## src/rtl/link_port_pkg.sv

```systemverilog
package link_port_pkg;

  typedef enum logic [2:0] {
    SEL_MODE   = 3'd0,
    SEL_PAR    = 3'd1,
    SEL_DIR    = 3'd2,
    SEL_TX     = 3'd3,
    SEL_RX     = 3'd4,
    SEL_SER    = 3'd5,
    SEL_STEREO = 3'd6,
    SEL_NONE   = 3'd7
  } rdSel_e;

  typedef struct packed {
    logic   wrPar;
    logic   wrDir;
    logic   wrTx;
    logic   wrSer;
    logic   wrStereo;
    rdSel_e rdSel;
  } ctrlStrb_t;

endpackage

```

## src/rtl/link_port_ctrl.sv

```systemverilog
module link_port_ctrl
  import link_port_pkg::*;
#(
  parameter int ADDR_W = 3
) (
  input  logic              busSel,
  input  logic              busWr,
  input  logic [ADDR_W-1:0] busAddr,
  output ctrlStrb_t         strb
);
  localparam logic [ADDR_W-1:0] OFS_PAR    = ADDR_W'(1);
  localparam logic [ADDR_W-1:0] OFS_DIR    = ADDR_W'(2);
  localparam logic [ADDR_W-1:0] OFS_TX     = ADDR_W'(3);
  localparam logic [ADDR_W-1:0] OFS_SER    = ADDR_W'(5);
  localparam logic [ADDR_W-1:0] OFS_STEREO = ADDR_W'(6);
  localparam logic [ADDR_W-1:0] OFS_LAST   = ADDR_W'(7);

  logic wrAcc;
  assign wrAcc = busSel & busWr;

  always_comb begin
    strb          = '0;
    strb.wrPar    = wrAcc && (busAddr == OFS_PAR);
    strb.wrDir    = wrAcc && (busAddr == OFS_DIR);
    strb.wrTx     = wrAcc && (busAddr == OFS_TX);
    strb.wrSer    = wrAcc && (busAddr == OFS_SER);
    strb.wrStereo = wrAcc && (busAddr == OFS_STEREO);
    if (busAddr > OFS_LAST) strb.rdSel = SEL_NONE;
    else                    strb.rdSel = rdSel_e'(busAddr[2:0]);
  end
endmodule

```

## src/rtl/link_port_dp.sv

```systemverilog
module link_port_dp
  import link_port_pkg::*;
#(
  parameter int DATA_W = 8,
  parameter int STAT_W = 3,
  parameter logic [DATA_W-2:0] REGION_BITS = 'h40
) (
  input  logic              clk,
  input  logic              rstN,
  input  ctrlStrb_t         strb,
  input  logic [DATA_W-1:0] wdata,
  input  logic              startHeld,
  input  logic [STAT_W-1:0] serStatus,
  input  logic              rxLoad,
  input  logic [DATA_W-1:0] rxByte,
  output logic [DATA_W-1:0] rdata,
  output logic [DATA_W-1:0] stereoByte,
  output logic              stereoUpd,
  output logic              nmiEn
);
  localparam int PAR_W    = DATA_W - 1;
  localparam int SER_KEEP = DATA_W - STAT_W;
  localparam logic [DATA_W-1:0] ALL_ONES = '1;
  localparam logic [DATA_W-1:0] MODE_RST = {1'b1, REGION_BITS};

  logic [DATA_W-1:0]   parLatch, dirReg, txReg, rxReg, stereoReg;
  logic [SER_KEEP-1:0] serKeep;
  logic                updQ;
  logic [DATA_W-1:0]   parView, modeView, serView;

  always_ff @(posedge clk or negedge rstN) begin
    if (!rstN)           parLatch <= '0;
    else if (strb.wrPar) parLatch <= wdata;
  end

  always_ff @(posedge clk or negedge rstN) begin
    if (!rstN)           dirReg <= ALL_ONES;
    else if (strb.wrDir) dirReg <= wdata;
  end

  always_ff @(posedge clk or negedge rstN) begin
    if (!rstN)          txReg <= '0;
    else if (strb.wrTx) txReg <= wdata;
  end

  always_ff @(posedge clk or negedge rstN) begin
    if (!rstN)       rxReg <= ALL_ONES;
    else if (rxLoad) rxReg <= rxByte;
  end

  always_ff @(posedge clk or negedge rstN) begin
    if (!rstN)           serKeep <= '0;
    else if (strb.wrSer) serKeep <= wdata[DATA_W-1:STAT_W];
  end

  always_ff @(posedge clk or negedge rstN) begin
    if (!rstN) begin
      stereoReg <= ALL_ONES;
      updQ      <= 1'b0;
    end else begin
      updQ <= strb.wrStereo;
      if (strb.wrStereo) stereoReg <= wdata;
    end
  end

  // unconnected parallel pins read high when set as inputs
  for (genvar i = 0; i < PAR_W; i++) begin : g_parBit
    assign parView[i] = dirReg[i] ? 1'b1 : parLatch[i];
  end
  assign parView[DATA_W-1] = parLatch[DATA_W-1];

  assign modeView = {MODE_RST[DATA_W-1] & ~startHeld, MODE_RST[DATA_W-2:0]};
  assign serView  = {serKeep, serStatus};

  always_comb begin
    unique case (strb.rdSel)
      SEL_MODE: rdata = modeView;
      SEL_PAR:  rdata = parView;
      SEL_DIR:  rdata = dirReg;
      SEL_TX:   rdata = txReg;
      SEL_RX:   rdata = rxReg;
      SEL_SER:  rdata = serView;
      default:  rdata = ALL_ONES;
    endcase
  end

  assign stereoByte = stereoReg;
  assign stereoUpd  = updQ;
  assign nmiEn      = dirReg[DATA_W-1];
endmodule

```

## src/rtl/link_port_regs.sv

```systemverilog
module link_port_regs
  import link_port_pkg::*;
#(
  parameter int DATA_W = 8,
  parameter int ADDR_W = 3,
  parameter int STAT_W = 3,
  parameter logic [DATA_W-2:0] REGION_BITS = 'h40
) (
  input  logic              clk,
  input  logic              rstN,
  input  logic              busSel,
  input  logic              busWr,
  input  logic [ADDR_W-1:0] busAddr,
  input  logic [DATA_W-1:0] busWdata,
  output logic [DATA_W-1:0] busRdata,
  input  logic              startHeld,
  input  logic [STAT_W-1:0] serStatus,
  input  logic              rxLoad,
  input  logic [DATA_W-1:0] rxByte,
  output logic [DATA_W-1:0] stereoByte,
  output logic              stereoUpd,
  output logic              nmiEn
);
  ctrlStrb_t strb;

  link_port_ctrl #(.ADDR_W(ADDR_W)) ctrl_i (
    .busSel (busSel),
    .busWr  (busWr),
    .busAddr(busAddr),
    .strb   (strb)
  );

  link_port_dp #(
    .DATA_W     (DATA_W),
    .STAT_W     (STAT_W),
    .REGION_BITS(REGION_BITS)
  ) dp_i (
    .clk       (clk),
    .rstN      (rstN),
    .strb      (strb),
    .wdata     (busWdata),
    .startHeld (startHeld),
    .serStatus (serStatus),
    .rxLoad    (rxLoad),
    .rxByte    (rxByte),
    .rdata     (busRdata),
    .stereoByte(stereoByte),
    .stereoUpd (stereoUpd),
    .nmiEn     (nmiEn)
  );
endmodule

```

## config.mk

```make
export PLATFORM = sky130hd
export DESIGN_NAME = link_port_regs
export DESIGN_NICKNAME = d
export VERILOG_FILES = /design/src/rtl/link_port_pkg.sv /design/src/rtl/link_port_ctrl.sv /design/src/rtl/link_port_dp.sv /design/src/rtl/link_port_regs.sv
export SDC_FILE = /design/constraint.sdc
export NUM_CORES = 1
export LEC_CHECK = 0
export ABC_CLOCK_PERIOD_IN_PS = 2900
export BUFFER_PORTS_ARGS = -buffer_cell sky130_fd_sc_hd__clkbuf_2
export CAP_MARGIN = 5
export CORE_ASPECT_RATIO = 1.25
export CORE_MARGIN = 1
export CORE_UTILIZATION = 57
export CTS_CLUSTER_SIZE = 16
export DETAILED_ROUTE_END_ITERATION = 10
export GPL_TIMING_DRIVEN = 0
export HOLD_SLACK_MARGIN = 0.08
export PLACE_DENSITY = 0.83
export SKIP_CTS_REPAIR_TIMING = 1
export SYNTH_ARGS = -nofsm -noshare
export SYNTH_HDL_FRONTEND = slang
export SYNTH_SLANG_ARGS = --single-unit
```

## constraint.sdc

```tcl
create_clock -name clk -period 2.9 [get_ports clk]
set_input_delay 0.29 -clock clk [delete_from_list [all_inputs] [get_ports clk]]
set_output_delay 0.29 -clock clk [all_outputs]
set_load 0.1 [all_outputs]
```

==> run_results.csv, run 1 <==
group,metric,value,unit
synth,synth_nets,177,
pwr,swShare,38.0,%
finish,finalInstanceArea,2510,um2
synth,synthesis.area,2100,um2
synth,synth_top_area_share,30.0,%
critical_path,critical_path.cell_chain,"clkbuf_2 -> buf_12 -> buf_8 -> nand2_1 -> o22ai_1 -> a222oi_1 -> clkbuf_2",
pwr,power_frac_comb,33.1,%
pwr,internal_power,1.26,mW
synth,ys_seq_area_share,56.2,%
floorplan,initial_core_util,59.8,%
cts,root_buffer,"clkbuf_8",
hold_path,worstHoldPathType,"primary input to asynchronous set/reset pin",
detailed_routing,vias,1470,
synth,synthTopCellsByArea,"dfstp_2 (30%), dfrtp_1 (26%), mux2_2 (25%)",
floorplan,core,3510,um2
sta,setup_viol_count_final,0,
global_routing,grt_pass1_vias,1541,
synth,synth_seq_cells,46,
critical_path,path_class,"primary input to output pin",
synth,syn_inst,149,
sta,max_slew_margin,26.0,%
pwr,power_switching,0.772,mW
critical_path,cp-end-kind,"output pin",
detailed_routing,drt_iter0_drc,59,
finish,final_common_cell,"mux2_2",
critical_path,worstPathRequired,2610,ps
sta,fin_crit,2230,ps
floorplan,dieArea,3930,um2
finish,fin_util,71.6,%
detailed_routing,routed_wl,4550,um
synth,synthFlopType,"dfstp_2",
floorplan,die_width,56.3,um
sta,fin_crit_sh,76.7,%
cts,clk_pin_slew,90,ps
finish,num-fill-cells,257,
critical_path,cp_slowest_cell,"clkbuf_2",
floorplan,io_pins,46,
sta,rsz0062_at_grt,"no",
critical_path,cp_slowest_stage_delay,530,ps
detailed_routing,drc,0,
place,place_area,2410,um2
global_routing,antenna_found_initial,0,
cts,cts_made_buffers,5,
pwr,power.density,808,nW/um2
flow_run,maxCapViolCount,0,
pwr,p_clk_share,23.0,%
cts,insertion_delay,300,ps
critical_path,crit_path_frequent_cell,"clkbuf_2",
sta,slew_violations,0,
sta,holdWs,169,ps
finish,drive_gt1_share,67.2,%
sta,hold_viol_final,0,
synth,yosys.area.top_type,"dfstp_2",
place,dp_hpwl,3270,um
critical_path,critPathMaxFanout,10,
sta,final.setup.tns,0,ps
place,place.gp.congestion,0.841,
sta,fmax,0.449,GHz
finish,nets,228,
critical_path,arrival,1940,ps
sta,worst_pin_slew,1110,ps
pwr,sequentialPowerShare,43.9,%
sta,setup_slack,675,ps
cts,cts_tree,"done",
floorplan,die_y,69.9,um
synth,yosysUniqueCellTypes,28,
detailed_routing,wl_per_cell,18.9,um
cts,cts.sinks,46,
cts,clk_path_buf_depth,2,
global_routing,grt_pass1_wl,7660,um
sta,finClkSkew,0,ps
global_routing,grt_max_degree,47,
critical_path,r2r_cells,1,
global_routing,grtUsageTotal,26.2,%
synth,avgSynthCellArea,14.1,um2
finish,n_antenna_cell,0,
status,outcome,"complete, no violations",
pwr,peakVddDrop,0.669,mV
critical_path,start_kind,"primary input",
synth,synth-edff-count,0,
finish,final_cell_mix,"mux2_2 (46), clkbuf_2 (44), dfstp_2 (24)",
synth,ys_warn_count,0,
floorplan,rows,24,
detailed_routing,vias_per_cell,6.13,
place,place.port_buffers,44,
place,place_worst_setup_slack,705,ps
global_routing,overflow,0,
synth,synthArstFlopShare,100,%
detailed_routing,dr.pass1.iters,5,
pwr,p_leak,1.10,nW
detailed_routing,antenna_left,0,
cts,htreeDepth,2,
finish,syn2layout_area_growth,19.7,%
-- worst max-delay path, delay by kind of cell --
family | cells | cell delay, ps
simple gates | 1 | 200
compound gates | 2 | 450
buf+inv | 4 | 980
-- cell families after synthesis --
kind of cell / count (synthesis) / share of synthesized area (%)
compound gates: 23 / 7.74
buf+inv: 7 / 1.61
flops: 46 / 56.2
mux: 53 / 28.0
simple gates: 20 / 6.43
-- cell usage after synthesis (2+ instances only) --
library cell	n
a211oi_1	2
a222oi_1	5
buf_2	3
dfrtp_1	22
dfstp_2	24
mux2_2	46
mux2i_1	7
nand2_1	3
nand2b_1	3
nor2_1	3
nor2b_1	2
nor3_2	2
o211ai_1	2
o21ai_0	7
o22ai_1	5
-- layer usage --
layer	global-route usage (%)	vias up	part of all wire (%)
li1	-	661	-
met1	32.1	740	41
met2	43.9	60	51
met3	6.30	9	6.1
met4	11.1	0	2.0
met5	0	-	0
-- state kept, by name (all words and copies together), names as in the netlist --
signal,count
dp_i.serKeep,5
dp_i.rxReg,8
dp_i.txReg,8
dp_i.stereoByte,8
dp_i.stereoUpd,1
dp_i.dirReg,8
dp_i.parLatch,8
-- cell type report --
type                    instances  area (um2)  area share [%]
clock buffers                   5        68.8            2.74
well taps                      39        48.8            1.94
repair buffers                 44         220            8.76
clock inverters                 3        40.0            1.59
inverters                       2        7.51           0.299
plain buffers                   5        51.3            2.04
flip-flops and latches         46        1180            47.0
multi-input cells              96         897            35.7
-- power by group through the flow --
| stage | clock network, mW | registers (mW) | logic, mW |
|---|---|---|---|
| 6_report | 0.468 | 0.891 | 0.672 |
| 5_1_grt | 0.505 | 0.908 | 0.701 |
| 4_1_cts | 0.475 | 0.891 | 0.676 |
| 3_5_place_dp | 0 | 0.902 | 0.674 |
| 3_3_place_gp | 0 | 0.888 | 0.654 |
| 2_1_floorplan | 0 | 1.11 | 0.344 |
-- final timing paths --
check	startpoint	endpoint	slack (ps)
max in group asynchronous	rstN	dp_i.serKeep[1]	2030
hold reg to reg	dp_i.parLatch[2]	dp_i.parLatch[2]	510
setup / recovery	busAddr[0]	busRdata[3]	670
hold / removal	rstN	dp_i.parLatch[5]	170
setup reg to reg	dp_i.parLatch[4]	dp_i.parLatch[4]	2130
min in group clk	rxByte[7]	dp_i.rxReg[7]	220
-- metrics by stage --
step	power, mW	std cells
3_3_place_gp	1.54	232
5_1_grt	2.11	240
6_report	2.03	240
2_1_floorplan	1.45	149
4_1_cts	2.04	240
3_5_place_dp	1.58	232
(Power assumes the default switching activity.)
==> run 2: changes to the inputs <==
Settings changed: ABC_CLOCK_PERIOD_IN_PS 2900 to 1870, CORE_UTILIZATION 57 to 48, PLACE_DENSITY 0.83 to 0.75.
Clock period 2.9 ns to 1.87 ns, I/O delays scaled along.
==> run 2 against run 1 <==
Against the previous run: core utilization fell by 9.4 points; hold slack lost 67 ps; die area up 18%; count of clock-buffer cells in the layout grew 2; cell count grew 7.1%; clock power is 60% higher; cell area up 2.2%; register-to-register slack lost 1000 ps; sequential share of layout area is 1.0 points lower; critical path depth shrank 4; clock skew did not move; critical endpoint unchanged; largest power group unchanged.
==> run_results.csv, run 2 (synthesis gave the netlist of run 1 again) <==
group,metric,value,unit
status,outcome,"complete, no violations",
pwr,swShare,36.8,%
pwr,sequentialPowerShare,43.3,%
hold_path,worstHoldPathType,"primary input to asynchronous set/reset pin",
finish,syn2layout_area_growth,22.3,%
finish,nets,228,
floorplan,die_y,76.0,um
pwr,p_leak,1.10,nW
finish,n_antenna_cell,0,
place,place.gp.congestion,0.785,
finish,num-fill-cells,325,
critical_path,path_class,"flop to output pin",
cts,insertion_delay,290,ps
cts,clk_pin_slew,80,ps
sta,hold_viol_final,0,
detailed_routing,vias,1443,
floorplan,core,4130,um2
pwr,power,3.19,mW
sta,fin_crit_sh,98.7,%
sta,slew_violations,0,
cts,cts_made_buffers,5,
cts,cts_tree,"done",
cts,root_buffer,"clkbuf_8",
global_routing,overflow,0,
detailed_routing,drc,0,
global_routing,grt_max_degree,47,
critical_path,worstPathRequired,1680,ps
detailed_routing,routed_wl,4470,um
finish,fin_util,62.2,%
place,place_area,2430,um2
finish,drive_gt1_share,67.2,%
place,place_worst_setup_slack,-109,ps
floorplan,die_width,61.2,um
detailed_routing,wl_per_cell,17.4,um
pwr,power_switching,1.17,mW
cts,htreeDepth,2,
detailed_routing,dr.pass1.iters,5,
global_routing,grt_pass1_wl,7310,um
finish,multi_input_area,912,um2
sta,rsz0062_at_grt,"yes",
critical_path,start_kind,"flop",
pwr,p_clk_share,23.5,%
sta,setup_slack,24.7,ps
detailed_routing,vias_per_cell,5.61,
sta,finClkSkew,0,ps
sta,setup_viol_count_final,0,
place,dp_hpwl,3210,um
flow_run,maxCapViolCount,0,
cts,clk_path_buf_depth,2,
floorplan,dieArea,4650,um2
critical_path,cp-end-kind,"output pin",
place,place.port_buffers,44,
cts,cts.sinks,46,
critical_path,arrival,1660,ps
floorplan,io_pins,46,
detailed_routing,drt_iter0_drc,69,
floorplan,rows,26,
sta,fin_crit,1850,ps
sta,worst_pin_slew,1120,ps
finish,ff_latch_area,1180,um2
sta,fmax,0.542,GHz
finish,final_common_cell,"mux2_2",
global_routing,grt_pass1_vias,1524,
sta,final.setup.tns,0,ps
finish,final_cell_mix,"mux2_2 (46), clkbuf_2 (36), dfstp_2 (24)",
global_routing,antenna_found_initial,0,
detailed_routing,antenna_left,0,
global_routing,grtUsageTotal,21.5,%
pwr,power.density,1240,nW/um2
finish,finalInstanceArea,2570,um2
sta,max_slew_margin,25.2,%
floorplan,initial_core_util,50.8,%
critical_path,critPathMaxFanout,2,
pwr,power_frac_comb,33.2,%
pwr,peakVddDrop,0.662,mV
pwr,internal_power,2.02,mW
==> run 2: layout make-up <==
type / instances / share of cell area (%)
clock buffers: 7 / 3.36
multi-input cells: 96 / 35.5
repair buffers: 44 / 9.49
well taps: 56 / 2.73
plain buffers: 5 / 1.51
clock inverters: 1 / 1.17
flip-flops and latches: 46 / 46.0
inverters: 2 / 0.292
==> run 2: path summary, 6_finish.rpt <==
path,from,to,slack (ps),cells after the start
worst max register to register,dp_i.txReg[5],dp_i.txReg[5],1100,1
max in group asynchronous,rstN,dp_i.parLatch[0],1090,1
min in group clk,rxByte[3],dp_i.rxReg[3],130,2
worst min-delay path,rstN,dp_i.stereoUpd,100,1
worst min register to register,dp_i.parLatch[2],dp_i.parLatch[2],510,1
worst max-delay path,dp_i.rxReg[3],busRdata[3],20,3
==> run 2: power groups by stage <==
stage                     Clock, mW  Combinational (mW)  Sequential, mW
after floorplan                   0               0.538            1.72
after global routing          0.813                1.11            1.41
final                         0.749                1.06            1.38
after CTS                     0.770                1.05            1.38
after global placement            0                1.02            1.38
after detailed placement          0                1.05            1.40
==> run 2: per-layer routing <==
layer	up-vias	share of wire, %	GRT usage (%)
li1	666	-	-
met2	50	50	33.8
met4	0	1.8	8.18
met5	-	0	0
met3	12	4.8	5.29
met1	715	43	27.9
==> run 2: critical path: stages, from the launching register on <==
cell and delay [ps]:
dfstp_2 540, mux2i_1 60, a222oi_1 400, buf_4 360
==> run 2: per-stage QoR <==
| stage | hold slack [ps] | instances |
|---|---|---|
| 2_1_floorplan | -109 | 149 |
| 3_3_place_gp | 422 | 249 |
| 3_5_place_dp | 424 | 249 |
| 4_1_cts | 120 | 257 |
| 5_1_grt | 119 | 257 |
| 6_report | 102 | 257 |
